## config.mk

```make
export PLATFORM = sky130hd
export DESIGN_NAME = av_interleaver
export DESIGN_NICKNAME = d
export VERILOG_FILES = /design/src/rtl/av_ilv_pkg.sv /design/src/rtl/av_slot_seq.sv /design/src/rtl/av_slot_arb.sv /design/src/rtl/av_byte_mux.sv /design/src/rtl/av_interleaver.sv
export SDC_FILE = /design/constraint.sdc
export NUM_CORES = 1
export LEC_CHECK = 0
export BUFFER_PORTS_ARGS = -buffer_cell sky130_fd_sc_hd__buf_2
export CELL_PAD_IN_SITES_DETAIL_PLACEMENT = 0
export CELL_PAD_IN_SITES_GLOBAL_PLACEMENT = 1
export CORE_MARGIN = 2
export CORE_UTILIZATION = 28
export CTS_BUF_LIST = sky130_fd_sc_hd__clkbuf_8
export CTS_CLUSTER_SIZE = 25
export DETAILED_ROUTE_END_ITERATION = 6
export PLACE_DENSITY_LB_ADDON = 0.1
export SYNTH_ARGS = -nofsm -noshare
export SYNTH_HDL_FRONTEND = slang
export SYNTH_SLANG_ARGS = --single-unit
```

## constraint.sdc

```tcl
create_clock -name clk -period 3.7 [get_ports clk]
set_input_delay 0.555 -clock clk [delete_from_list [all_inputs] [get_ports clk]]
set_output_delay 0.555 -clock clk [all_outputs]
set_load 0.1 [all_outputs]
```

## src/rtl/av_ilv_pkg.sv

```systemverilog
package av_ilv_pkg;
  typedef enum logic {
    SLOT_VID = 1'b0,
    SLOT_AUD = 1'b1
  } slot_kind_e;
endpackage

```

## src/rtl/av_slot_seq.sv

```systemverilog
module av_slot_seq
  import av_ilv_pkg::*;
#(
  parameter int CNT_W = 4
) (
  input  logic             clk,
  input  logic             rst,
  input  logic [CNT_W-1:0] cfg_n,
  output slot_kind_e       kind
);
  localparam logic [CNT_W-1:0] ONE = CNT_W'(1);

  logic [CNT_W-1:0] idx_q;
  logic [CNT_W-1:0] n_act_q;
  logic [CNT_W-1:0] cfg_eff;
  logic             at_end;

  // zero maps to a single video slot
  assign cfg_eff = (cfg_n == '0) ? ONE : cfg_n;
  assign at_end  = (idx_q == n_act_q);
  assign kind    = at_end ? SLOT_AUD : SLOT_VID;

  always_ff @(posedge clk) begin
    if (rst) begin
      idx_q   <= '0;
      n_act_q <= cfg_eff;
    end else if (at_end) begin
      idx_q   <= '0;
      n_act_q <= cfg_eff;   // new length only at pattern boundary
    end else begin
      idx_q   <= idx_q + ONE;
    end
  end

  assert_wrap_R2: assert property (@(posedge clk) disable iff (rst)
    at_end |=> (idx_q == '0));
  assert_step_R2: assert property (@(posedge clk) disable iff (rst)
    !at_end |=> (idx_q == CNT_W'($past(idx_q) + ONE)));
  assert_len_hold_R8: assert property (@(posedge clk) disable iff (rst)
    !at_end |=> $stable(n_act_q));
  assert_len_nonzero_R3: assert property (@(posedge clk) disable iff (rst)
    n_act_q != '0);
endmodule

```

## src/rtl/av_slot_arb.sv

```systemverilog
module av_slot_arb
  import av_ilv_pkg::*;
(
  input  logic       clk,
  input  logic       rst,
  input  slot_kind_e kind,
  input  logic       vid_ready,
  input  logic       vid_req_n,
  input  logic       aud_ready,
  input  logic       aud_req_n,
  output logic       vid_grant,
  output logic       aud_grant
);
  logic vid_ok;
  logic aud_ok;
  logic aud_slot;

  assign vid_ok   = vid_ready & ~vid_req_n;
  assign aud_ok   = aud_ready & ~aud_req_n;
  assign aud_slot = (kind == SLOT_AUD);

  always_comb begin
    aud_grant = 1'b0;
    vid_grant = 1'b0;
    if (!rst) begin
      if (aud_slot) begin
        aud_grant = aud_ok;
        vid_grant = !aud_ok && vid_ok;   // steal an idle audio slot
      end else begin
        vid_grant = vid_ok;
      end
    end
  end

  assert_vslot_no_audio_R4: assert property (@(posedge clk) disable iff (rst)
    !aud_slot |-> !aud_grant);
  assert_steal_R6: assert property (@(posedge clk) disable iff (rst)
    (aud_slot && !aud_ok && vid_ok) |-> vid_grant);
  assert_vid_req_R4: assert property (@(posedge clk) disable iff (rst)
    vid_req_n |-> !vid_grant);
  assert_aud_req_R5: assert property (@(posedge clk) disable iff (rst)
    aud_req_n |-> !aud_grant);
endmodule

```

## src/rtl/av_byte_mux.sv

```systemverilog
module av_byte_mux #(
  parameter int DATA_W = 8
) (
  input  logic              vid_sel,
  input  logic              aud_sel,
  input  logic [DATA_W-1:0] vid_data,
  input  logic [DATA_W-1:0] aud_data,
  output logic [DATA_W-1:0] byte_out
);
  // AND-OR select: zero output when neither source is chosen
  for (genvar b = 0; b < DATA_W; b++) begin : g_bit
    assign byte_out[b] = (vid_sel & vid_data[b]) | (aud_sel & aud_data[b]);
  end
endmodule

```

## src/rtl/av_interleaver.sv

```systemverilog
module av_interleaver
  import av_ilv_pkg::*;
#(
  parameter int DATA_W = 8,
  parameter int CNT_W  = 4
) (
  input  logic              clk,
  input  logic              rst,
  input  logic [CNT_W-1:0]  cfg_vid_slots,
  input  logic [DATA_W-1:0] vid_data,
  input  logic              vid_ready,
  input  logic              vid_req_n,
  input  logic [DATA_W-1:0] aud_data,
  input  logic              aud_ready,
  input  logic              aud_req_n,
  output logic              vid_pop,
  output logic              aud_pop,
  output logic              vid_strobe,
  output logic              aud_strobe,
  output logic [DATA_W-1:0] byte_out
);
  slot_kind_e kind;
  logic       vid_grant;
  logic       aud_grant;

  av_slot_seq #(.CNT_W(CNT_W)) u_seq (
    .clk   (clk),
    .rst   (rst),
    .cfg_n (cfg_vid_slots),
    .kind  (kind)
  );

  av_slot_arb u_arb (
    .clk       (clk),
    .rst       (rst),
    .kind      (kind),
    .vid_ready (vid_ready),
    .vid_req_n (vid_req_n),
    .aud_ready (aud_ready),
    .aud_req_n (aud_req_n),
    .vid_grant (vid_grant),
    .aud_grant (aud_grant)
  );

  av_byte_mux #(.DATA_W(DATA_W)) u_mux (
    .vid_sel  (vid_grant),
    .aud_sel  (aud_grant),
    .vid_data (vid_data),
    .aud_data (aud_data),
    .byte_out (byte_out)
  );

  assign vid_strobe = vid_grant;
  assign aud_strobe = aud_grant;
  assign vid_pop    = vid_grant;
  assign aud_pop    = aud_grant;

  assert_one_source_R9: assert property (@(posedge clk) disable iff (rst)
    !(vid_pop && aud_pop));
  assert_vid_byte_R9: assert property (@(posedge clk) disable iff (rst)
    vid_strobe |-> (byte_out == vid_data));
  assert_aud_byte_R9: assert property (@(posedge clk) disable iff (rst)
    aud_strobe |-> (byte_out == aud_data));
  assert_idle_zero_R7: assert property (@(posedge clk) disable iff (rst)
    (!vid_strobe && !aud_strobe) |-> (byte_out == '0));
  assert_reset_quiet_R1: assert property (@(posedge clk)
    rst |-> (!vid_pop && !aud_pop && byte_out == '0));
endmodule

```

# After elaboration in Yosys (flattened, before gate mapping)

Index checks and enable logic that the tools add are counted.

Register bits: 8
Bits of input ports: 26
Word-level logic and storage cells: 45

Eq/ne operators: 1
Bitwise gates (word level): 28
Add/sub/neg operators: 1
Muxes and demuxes: 8
Reductions and logical operators: 5

Operator list:

| operator            | number |
|---|---|
| $and 1x1->1         | 18 |
| $mux 4              | 3 |
| $or 1x1->1          | 8 |
| $mux 1              | 5 |
| $add 4x1->4 const B | 1 |
| $eq 4x4->1          | 1 |
| $logic_not 4->1     | 1 |
| $not 1->1           | 2 |
| $reduce_bool 2->1   | 1 |
| $reduce_or 2->1     | 1 |
| $logic_and 1x1->1   | 1 |
| $logic_not 1->1     | 1 |

# Longest topological paths before layout

Gate-level depths: netlist of the first run.

Depth in word-level cells: 8
Gate-level depth with buffers: 5

# By module

A second synthesis of the first run with hierarchy kept.

Cell total of the unflattened synthesis: 43
Area, all modules: 466.7 sq um

Modules (own cells, without submodules):

| module         | instances | cells an instance | seq. area each (sq um) | area an instance (sq um) |
|---|---|---|---|---|
| av_slot_seq    | 1         | 27                | 200.2                  | 342.8 |
| av_byte_mux    | 1         | 10                | 0.0                    | 86.3 |
| av_slot_arb    | 1         | 4                 | 0.0                    | 22.5 |
| av_interleaver | 1         | 2                 | 0.0                    | 15.0 |

# Least setup slack after synthesis of the first run

No wires, ideal clock.

Path type: reg-to-output
Start point: register u_seq.n_act_q[1]
End point: output aud_strobe
Slack: -0.277 ns
Cell stages (with the launch flop): 5
Buffers on the path: 1
Arrival: 3.422 ns
Cells stage by stage: edfxtp_1 > xnor2_1 > nand4_1 > nor3_1 > buf_4

Cells in the longest elaborated chain, start to end: 4

Ends and longest elaborated chain:

| item                     | RTL line             | text |
|---|---|---|
| start: declaration       | av_slot_seq.sv:14    | `logic [CNT_W-1:0] n_act_q;` |
| start signal: assignment | av_slot_seq.sv:26    | `n_act_q <= cfg_eff;` |
| start signal: assignment | av_slot_seq.sv:29    | `n_act_q <= cfg_eff;` |
| $eq 4x4->1               | av_slot_seq.sv:20    | `assign at_end = (idx_q == n_act_q);` |
| $mux 1                   | av_slot_seq.sv:21    | `assign kind = at_end ? SLOT_AUD : SLOT_VID;` |
| $mux 1                   | av_slot_arb.sv:26    | `if (aud_slot) begin` |
| $mux 1                   | av_slot_arb.sv:25    | `if (!rst) begin` |
| end: declaration         | av_interleaver.sv:19 | `output logic aud_strobe,` |

Every way passes these cells.

# Worst setup path in the final report of the first run

Start point: register u_seq.n_act_q[0]
End point: output byte_out[0]

Cells in the longest elaborated chain, start to end: 6
Elaborated cells on any way between the ends: 9
Classes of those cells: 1 x eq/ne; 5 x mux; 3 x bitwise

Ends and longest elaborated chain:

| item             | RTL line             | text |
|---|---|---|
| $eq 4x4->1 *     | av_slot_seq.sv:20    |  |
| $mux 1 *         | av_slot_seq.sv:21    |  |
| $mux 1           | av_slot_arb.sv:26    |  |
| $mux 1           | av_slot_arb.sv:25    |  |
| $and 1x1->1      | av_byte_mux.sv:12    | `assign byte_out[b] = (vid_sel & vid_data[b]) \| (aud_sel & aud_data[b]);` |
| $or 1x1->1 *     | av_byte_mux.sv:12    |  |
| end: declaration | av_interleaver.sv:20 | `output logic [DATA_W-1:0] byte_out` |

Mark *: on every way between the ends. The rest lies on a longest branch, timed or not.

==> impl_metrics.yaml, run 1 <==
global_route:
  grt_util_all_layers_pct: 11.18
  grt_start_max_net_pins: 11
  grt_pass1_wl_um: 1469
  overflow: 0
  grt_pass1_vias: 383
  busiest_layer: "met2"
  grt_use_met1_pct: 9.343
  grt_use_met3_pct: 4.082
  met2_usage_pct: 18.82
  antenna_found_initial: 0
worst_setup_path:
  crit_arrival_ns: 2.07
  endpoint_kind: "output port"
  ff2ff_path_depth: 3
  required_ns: 3.14
  r2r_setup_slack_ns: 2.28
  worstSetupPathType: "reg2out"
  crit_fanout: 8
  timing.rr.start: "u_seq.n_act_q[0]$_SDFFCE_PN1P_"
  reg2reg_to: "u_seq.n_act_q[0]$_SDFFCE_PN1P_"
  start_kind: "register"
sta:
  period_minus_slack_ns: 2.624
  maxSlewViolCount: 0
  grt_setup_unrepaired: "false"
  relSlewSlack_pct: 67.77
  fin_skew_ns: 0.0005132
  setup_viol: 0
  tightest_slew_ns: 0.4868
  setup_ws_ns: 1.076
  hold_violations: 0
  max_freq_mhz: 381.1
  fin_tns_setup_ns: 0
  period_share_pct: 70.93
min_path:
  min_to: "u_seq.idx_q[0]$_SDFF_PP0_"
  hp-start: "u_seq.idx_q[0]$_SDFF_PP0_"
  min_path_type: "reg2reg"
  min_path_cells: 1
finish:
  diodes: 0
  syn_to_final_growth_pct: 47.80
  layout-drive-gt1-share_pct: 54.43
  final_common_cell: "buf_2"
  fill_cells: 156
  nets: 107
  final_cell_mix: "buf_2 (37), a22o_1 (8), xnor2_1 (5), nor2_1 (5)"
logic_synthesis:
  seq_area_frac_synth_pct: 43.96
  synth_area_leaders: "edfxtp_1 (26%), dfxtp_1 (18%), a22o_1 (15%)"
  ys_warn_count: 0
  syn-num-nets: 71
  async_flop_share_pct: 0
  synth_compound_area_share_pct: 17.58
  synth-simple-area-share_pct: 15.11
  synth_xor_area_share_pct: 11.54
  synth_cell_types: 18
  ys_ff_latch: 8
  synth-edff-count: 4
  synth_top_cell_by_area: "edfxtp_1"
  synth_cells: 44
  avgSynthCellArea_um2: 10.35
  syn_area_um2: 455.4
  synthMuxAreaShare_pct: 0
  synth_top_flop_cell: "edfxtp_1"
  synth_top_cell_area_share_pct: 26.37
  synth_fa_ha_area_share_pct: 2.747
  synth_top_family_by_area: "compound AO/OA/AOI/OAI gates"
detailed_routing:
  drc: 0
  drtPass1Iterations: 3
  drt_first_iter_violations: 3
  wl_per_cell_um: 10.40
  vias: 454
  antenna_left: 0
  wirelength_um: 988
  via_per_inst: 4.779
clocking:
  cts_hold_buf: 0
  cts_tree: "yes"
  clk_pin_slew_worst_paths_ns: 0.04
  cts_buffer_depth: 2
  clock-sinks: 8
  clk_latency_ns: 0.23
  htreeDepth: 1
  post_cts_buffers: 0
  cts_resized: 0
  cts_made_buffers: 3
  cts-root-buf: "clkbuf_8"
die:
  die_x_um: 44.33
  rows: 14
  dieArea_um2: 1965
  ios: 38
  start_util_pct: 29.89
  core_um2: 1524
  die_h_um: 44.33
power_and_ir_drop:
  irDropWorstVdd_v: 0.0002379
  powerDensity_nw_per_um2: 419.0
  leakage_nw: 0.3440
  p_total_mw: 0.2821
job:
  cap_violations: 0
placement:
  pre_cts_slack_ns: 1.274
  routabilityCongestion: 0.7361
  port_buffers: 37
status:
  status: "finished clean"
-- routing by layer --
layer / up-vias / part of all wire (%)
li1: 224 / -
met1: 191 / 35
met2: 33 / 45
met3: 6 / 15
met4: 0 / 4.3
met5: - / 0
-- layout make-up --
class | instances | area [um^2] | area share (%)
inverters | 1 | 3.754 | 0.5576
clock inverters | 1 | 3.754 | 0.5576
well taps | 16 | 20.02 | 2.974
flip-flops and latches | 8 | 200.2 | 29.74
repair buffers | 37 | 185.2 | 27.51
clock buffers | 3 | 41.29 | 6.134
multi-input cells | 29 | 219.0 | 32.53
-- report_power, final --
part	internal (mW)	switching [mW]	leakage, nW
clock	0.0718	0.0342	0.0269
combinational	0.0235	0.0453	0.245
sequential	0.102	0.00548	0.0720
-- critical path, stage by stage, from the launching register on --
cell      delay (ns)
edfxtp_1        0.38
xnor2_1         0.17
nand4_1         0.21
nor3_2          0.45
a22o_1          0.21
buf_2           0.42
-- flip-flops by register name (all words and copies together), names as in the netlist --
register / count
u_seq.idx_q: 4
u_seq.n_act_q: 4
-- worst max-delay path by stage --
stage                                    from           to  slack [ns]  depth (start not counted)
6_report       u_seq.n_act_q[0]$_SDFFCE_PN1P_  byte_out[0]        1.08                          5
5_1_grt        u_seq.n_act_q[3]$_SDFFCE_PN0P_  byte_out[0]        0.91                          5
4_1_cts        u_seq.n_act_q[0]$_SDFFCE_PN1P_  byte_out[0]        1.03                          5
3_5_place_dp   u_seq.n_act_q[0]$_SDFFCE_PN1P_  byte_out[0]        1.27                          5
3_3_place_gp   u_seq.n_act_q[0]$_SDFFCE_PN1P_  byte_out[0]        1.27                          5
2_1_floorplan  u_seq.n_act_q[1]$_SDFFCE_PN0P_   aud_strobe        0.69                          4
-- cells in the mapped netlist, types with 2 or more instances --
library cell  number
nand2b_1           2
nor2_1             5
clkbuf_1           3
buf_4              2
nor3_1             2
dfxtp_1            4
edfxtp_1           4
a22o_1             8
xnor2_1            5
-- cells by family (layout without fill, tap and decap cells) --
kind of cell,after synthesis,in the layout
DFF,8,8
adders and majority gates,1,1
and+or+nand+nor,13,13
buffers and inverters,7,42
AOI/OAI and AO/OA,9,9
xor gates and xnor gates,6,6
-- stage by stage --
step | util [%] | instance area [um^2] | hold slack, ns | instances
5_1_grt | 44.17 | 673.1 | 0.5078 | 95
4_1_cts | 44.17 | 673.1 | 0.4746 | 95
3_3_place_gp | 41.22 | 628.1 | 0.4660 | 91
3_5_place_dp | 41.22 | 628.1 | 0.4658 | 91
2_1_floorplan | - | 460.4 | 0.4411 | 44
6_report | 44.17 | 673.1 | 0.4698 | 95
No activity file was read; power rests on OpenSTA's default activity.
==> run 2, diff against run 1 <==
--- a/config.mk
+++ b/config.mk
@@ -9,7 +9,7 @@
 export CELL_PAD_IN_SITES_DETAIL_PLACEMENT = 0
 export CELL_PAD_IN_SITES_GLOBAL_PLACEMENT = 1
 export CORE_MARGIN = 2
-export CORE_UTILIZATION = 28
+export CORE_UTILIZATION = 26
 export CTS_BUF_LIST = sky130_fd_sc_hd__clkbuf_8
 export CTS_CLUSTER_SIZE = 25
 export DETAILED_ROUTE_END_ITERATION = 6
==> constraint.sdc (replaced) <==
create_clock -name clk -period 2.6 [get_ports clk]
set_input_delay 0.39 -clock clk [delete_from_list [all_inputs] [get_ports clk]]
set_output_delay 0.39 -clock clk [all_outputs]
set_load 0.1 [all_outputs]
==> run 2 against run 1 <==
  * Combinational power grew 66%
  * Clock-buffer cell count unchanged
  * Critical path depth unchanged
  * Final area increased by 18%
==> impl_metrics.yaml, run 2 (synthesis results as in run 1) <==
status:
  status: "finished clean"
worst_setup_path:
  path_cells: "xnor2_1 -> nand4_1 -> o211a_1 -> a22o_1 -> buf_2"
  path_buf_inv: 1
  endpoint_kind: "output port"
  crit_fanout: 10
  timing.rr.start: "u_seq.n_act_q[1]$_SDFFCE_PN0P_"
  worstSetupPathType: "reg2out"
  required_ns: 2.21
  crit_path_top_delay_cell: "o211a_1"
  crit_arrival_ns: 1.98
  start_kind: "register"
  reg2reg_to: "u_seq.n_act_q[3]$_SDFFCE_PN0P_"
  ff2ff_path_depth: 3
  cpLargestDelayFamily: "compound AO/OA/AOI/OAI gates"
  crit_path_max_incr_delay_ns: 0.41
  r2r_setup_slack_ns: 1.11
die:
  die_h_um: 45.86
  ios: 38
  core_um2: 1689
  dieArea_um2: 2103
  die_x_um: 45.86
  rows: 15
  start_util_pct: 26.96
detailed_routing:
  met1_length_um: 463
  wl_per_cell_um: 11.71
  drc: 0
  vias: 446
  via_per_inst: 4.598
  antenna_left: 0
  dr_wl_met2_um: 538
  wirelength_um: 1136
  drt_first_iter_violations: 5
  highest_layer: "met3"
  dr_wl_met3_um: 134
  drtPass1Iterations: 4
power_and_ir_drop:
  p_sw_mw: 0.1218
  switching_share_pct: 29.47
  pwr-share-clk_pct: 35.5
  combPwrFrac_pct: 27.5
  p_int_mw: 0.2914
  seqPwrFrac_pct: 37.0
  leakage_nw: 0.3760
  powerDensity_nw_per_um2: 520.9
  irDropWorstVdd_v: 0.0003040
clocking:
  cts-root-buf: "clkbuf_8"
  cts_hold_buf: 0
  htreeDepth: 1
  clk_latency_ns: 0.22
  cts_made_buffers: 3
  clk_pin_slew_worst_paths_ns: 0.04
  cts_tree: "yes"
  cts_resized: 0
  cts_buffer_depth: 2
  clock-sinks: 8
  post_cts_buffers: 0
finish:
  largest_registers: "u_seq.idx_q (4), u_seq.n_act_q (4)"
  post-route-util_pct: 46.96
  syn_to_final_growth_pct: 74.18
  diodes: 0
  seq_area_um2: 200.2
  final_common_cell: "buf_2"
  final_cell_mix: "buf_2 (30), a22o_1 (8), buf_12 (7), xnor2_1 (5), nor2_1 (5)"
  nets: 108
  fill_cells: 162
  multiInputGateArea_um2: 225.2
  layout-drive-gt1-share_pct: 55.00
sta:
  fin_skew_ns: 0.002180
  grt_setup_unrepaired: "false"
  fin_tns_setup_ns: 0
  tightest_slew_ns: 0.4856
  hold_violations: 0
  period_minus_slack_ns: 2.374
  relSlewSlack_pct: 67.85
  period_share_pct: 91.32
  max_freq_mhz: 421.2
  setup_viol: 0
  maxSlewViolCount: 0
min_path:
  min_to: "u_seq.n_act_q[1]$_SDFFCE_PN0P_"
  min_path_cells: 1
  hp-start: "cfg_vid_slots[1]"
  min_path_type: "in2reg"
global_route:
  grt_pass1_vias: 366
  grt_pass1_wl_um: 1559
  grt_util_all_layers_pct: 10.83
  overflow: 0
  grt_start_max_net_pins: 11
  antenna_found_initial: 0
placement:
  dpl.hpwl_um: 1007
  port_buffers: 37
  routabilityCongestion: 0.7454
job:
  cap_violations: 0
-- run 2: worst max path at each step --
stage                                        start           to  slack (ns)  depth (start not counted)
finish              u_seq.n_act_q[1]$_SDFFCE_PN0P_  byte_out[0]        0.23                          5
global route        u_seq.n_act_q[3]$_SDFFCE_PN0P_  byte_out[0]        0.10                          5
CTS                 u_seq.n_act_q[1]$_SDFFCE_PN0P_  byte_out[0]        0.21                          5
detailed placement  u_seq.n_act_q[1]$_SDFFCE_PN0P_  byte_out[0]        0.46                          5
global placement    u_seq.n_act_q[1]$_SDFFCE_PN0P_  byte_out[0]        0.49                          5
floorplan           u_seq.n_act_q[1]$_SDFFCE_PN0P_   aud_strobe        0.17                          4
-- run 2: final cells by class --
| class | count | area share [%] |
|---|---|---|
| timing repair buffer | 38 | 37.54 |
| tap | 17 | 2.681 |
| clock buffer | 3 | 5.205 |
| inverter | 1 | 0.4732 |
| clock inverter | 1 | 0.4732 |
| multi-input combinational | 29 | 28.39 |
| sequential | 8 | 25.24 |
-- run 2: power by group through the flow --
stage / logic (mW) / clock network [mW] / registers, mW
floorplan: 0.0760 / 0 / 0.153
global placement: 0.114 / 0 / 0.155
detailed placement: 0.114 / 0 / 0.155
CTS: 0.115 / 0.153 / 0.153
global route: 0.121 / 0.161 / 0.154
finish: 0.114 / 0.147 / 0.153
-- run 2: metal layers --
metal  vias to the layer above  GRT usage [%]
met5                         -              0
met4                         0          5.143
met3                         0          4.365
met2                        34          18.61
met1                       186          11.33
li1                        226              -
-- run 2: metrics by stage --
step | cell area [um^2] | setup slack, ns | total power, mW | hold slack (ns) | instances
floorplan | 466.7 | 0.1747 | 0.2291 | 0.4411 | 44
global placement | 748.2 | 0.4918 | 0.2691 | 0.4638 | 93
detailed placement | 748.2 | 0.4586 | 0.2695 | 0.4652 | 93
CTS | 793.3 | 0.2129 | 0.4205 | 0.3495 | 97
global route | 793.3 | 0.1044 | 0.4358 | 0.3542 | 97
finish | 793.3 | 0.2257 | 0.4132 | 0.3565 | 97
==> run 3, diff against run 2 <==
--- a/config.mk
+++ b/config.mk
@@ -5,11 +5,12 @@
 export SDC_FILE = /design/constraint.sdc
 export NUM_CORES = 1
 export LEC_CHECK = 0
+export ABC_AREA = 1
 export BUFFER_PORTS_ARGS = -buffer_cell sky130_fd_sc_hd__buf_2
 export CELL_PAD_IN_SITES_DETAIL_PLACEMENT = 0
 export CELL_PAD_IN_SITES_GLOBAL_PLACEMENT = 1
 export CORE_MARGIN = 2
-export CORE_UTILIZATION = 26
+export CORE_UTILIZATION = 31
 export CTS_BUF_LIST = sky130_fd_sc_hd__clkbuf_8
 export CTS_CLUSTER_SIZE = 25
 export DETAILED_ROUTE_END_ITERATION = 6
==> run 3 against run 2 <==
  * Non-clock buffer count decreased by 1
  * Global-route usage increased by 2.2 points
  * Final area is 17% higher
  * Area after synthesis up 51%
  * Critical path depth up 1
==> impl_metrics.yaml, run 3 <==
status:
  status: "finished clean"
die:
  core_um2: 2148
  die_h_um: 51.03
  die_x_um: 51.03
  start_util_pct: 31.92
  rows: 17
  ios: 38
  dieArea_um2: 2604
finish:
  post-route-util_pct: 43.16
  layout-drive-gt1-share_pct: 49.19
  largest_registers: "u_seq.idx_q (4), u_seq.n_act_q (4)"
  final_common_cell: "buf_2"
  fill_cells: 232
  syn_to_final_growth_pct: 35.22
  diodes: 0
  final_cell_mix: "buf_2 (37), nand2_1 (20), inv_1 (12), nand3_1 (9), nand4_1 (8)"
  nets: 152
logic_synthesis:
  synth_area_leaders: "edfxtp_1 (18%), dfxtp_1 (12%), nand2_1 (11%)"
  syn_area_um2: 685.7
  synth_top_flop_cell: "edfxtp_1"
  seq_area_frac_synth_pct: 29.20
  ys_ff_latch: 8
  async_flop_share_pct: 0
  avgSynthCellArea_um2: 7.792
  yosysMostFrequentCell: "nand2_1"
  ys_warn_count: 0
  synth_cell_types: 24
  synth_top_cell_area_share_pct: 17.52
  synth_commonest_cells: "nand2_1 (20), inv_1 (11), nand3_1 (9)"
  syn-num-nets: 115
  synth_top_cell_by_area: "edfxtp_1"
  synth-edff-count: 4
  synth_cells: 88
power_and_ir_drop:
  irDropWorstVdd_v: 0.0003323
  leakage_nw: 0.5171
  powerDensity_nw_per_um2: 487.9
  p_total_mw: 0.4524
worst_setup_path:
  ff2ff_path_depth: 3
  start_kind: "register"
  crit_fanout: 8
  endpoint_kind: "output port"
  crit_arrival_ns: 1.75
  required_ns: 2.21
  worstSetupPathType: "reg2out"
detailed_routing:
  vias: 653
  drt_first_iter_violations: 10
  via_per_inst: 4.296
  drc: 0
  drtPass1Iterations: 4
  antenna_left: 0
  wl_per_cell_um: 9.329
  wirelength_um: 1418
clocking:
  clock-sinks: 8
  htreeDepth: 1
  cts_made_buffers: 3
  cts-root-buf: "clkbuf_8"
  cts_buffer_depth: 2
  clk_latency_ns: 0.23
  clk_pin_slew_worst_paths_ns: 0.04
  cts_hold_buf: 0
  post_cts_buffers: 0
  cts_tree: "yes"
  cts_resized: 0
sta:
  max_freq_mhz: 467.0
  setup_ws_ns: 0.4587
  tightest_slew_ns: 0.4912
  relSlewSlack_pct: 67.48
  fin_skew_ns: 0.008245
  fin_tns_setup_ns: 0
  maxSlewViolCount: 0
  hold_violations: 0
  period_share_pct: 82.36
  period_minus_slack_ns: 2.141
  setup_viol: 0
  grt_setup_unrepaired: "false"
placement:
  pre_cts_slack_ns: 0.6942
  routabilityCongestion: 0.6882
  port_buffers: 37
  dpl.hpwl_um: 1178
global_route:
  overflow: 0
  antenna_found_initial: 0
  grt_start_max_net_pins: 11
  grt_util_all_layers_pct: 12.99
  grt_pass1_wl_um: 2442
  grt_pass1_vias: 592
job:
  cap_violations: 0
min_path:
  min_path_cells: 1
  min_path_type: "in2reg"
[run 3: path summary, 6_finish.rpt]
| path | startpoint | end | slack [ns] |
|---|---|---|---|
| hold reg to reg | u_seq.idx_q[0]$_SDFF_PP0_ | u_seq.idx_q[0]$_SDFF_PP0_ | 0.51 |
| hold / removal | cfg_vid_slots[2] | u_seq.n_act_q[2]$_SDFFCE_PN0P_ | 0.35 |
| setup / recovery | u_seq.n_act_q[1]$_SDFFCE_PN0P_ | byte_out[7] | 0.46 |
| setup reg to reg | u_seq.n_act_q[1]$_SDFFCE_PN0P_ | u_seq.n_act_q[0]$_SDFFCE_PN1P_ | 1.16 |
[run 3: layout make-up]
cell class	count	area [um^2]	area share (%)
Multi-Input combinational cell	61	409.1	44.13
Inverter	14	52.55	5.668
Timing Repair Buffer	37	185.2	19.97
Tap cell	28	35.03	3.779
Clock inverter	1	3.754	0.4049
Clock buffer	3	41.29	4.453
Sequential cell	8	200.2	21.59
[run 3: per-layer routing]
layer / vias to the layer above / part of all wire (%) / track usage, %
met5: - / 0 / 0
met4: 0 / 3.1 / 12.16
met3: 4 / 11 / 2.924
met2: 30 / 46 / 21.43
met1: 269 / 40 / 13.49
li1: 350 / - / -
[run 3: worst max-delay path, stage by stage, from the launching register on]
cell      delay (ns)
edfxtp_1        0.41
xnor2_1         0.27
nand2_4         0.11
nor2_8          0.14
nand4_1         0.09
nand2_1         0.07
buf_2           0.42
[run 3: kinds of logic after synthesis]
kind of cell	share of synthesized area, %
and+or+nand+nor	51.28
buffers and inverters	11.50
AOI/OAI and AO/OA	2.373
DFF	29.20
adders and majority gates	1.825
xor gates and xnor gates	3.833
[run 3: through the flow]
stage	hold slack [ns]	cell area (um^2)	std cells
CTS	0.3444	927.1	152
global route	0.3395	927.1	152
detailed placement	0.5102	882.1	148
global placement	0.4958	882.1	148
finish	0.3497	927.1	152
floorplan	0.4620	688.2	88
[run 3: where the power goes]
part / leakage [nW] / switching, mW / internal [mW]
logic: 0.418 / 0.101 / 0.0462
registers: 0.0720 / 0.0103 / 0.144
clock network: 0.0269 / 0.0493 / 0.102
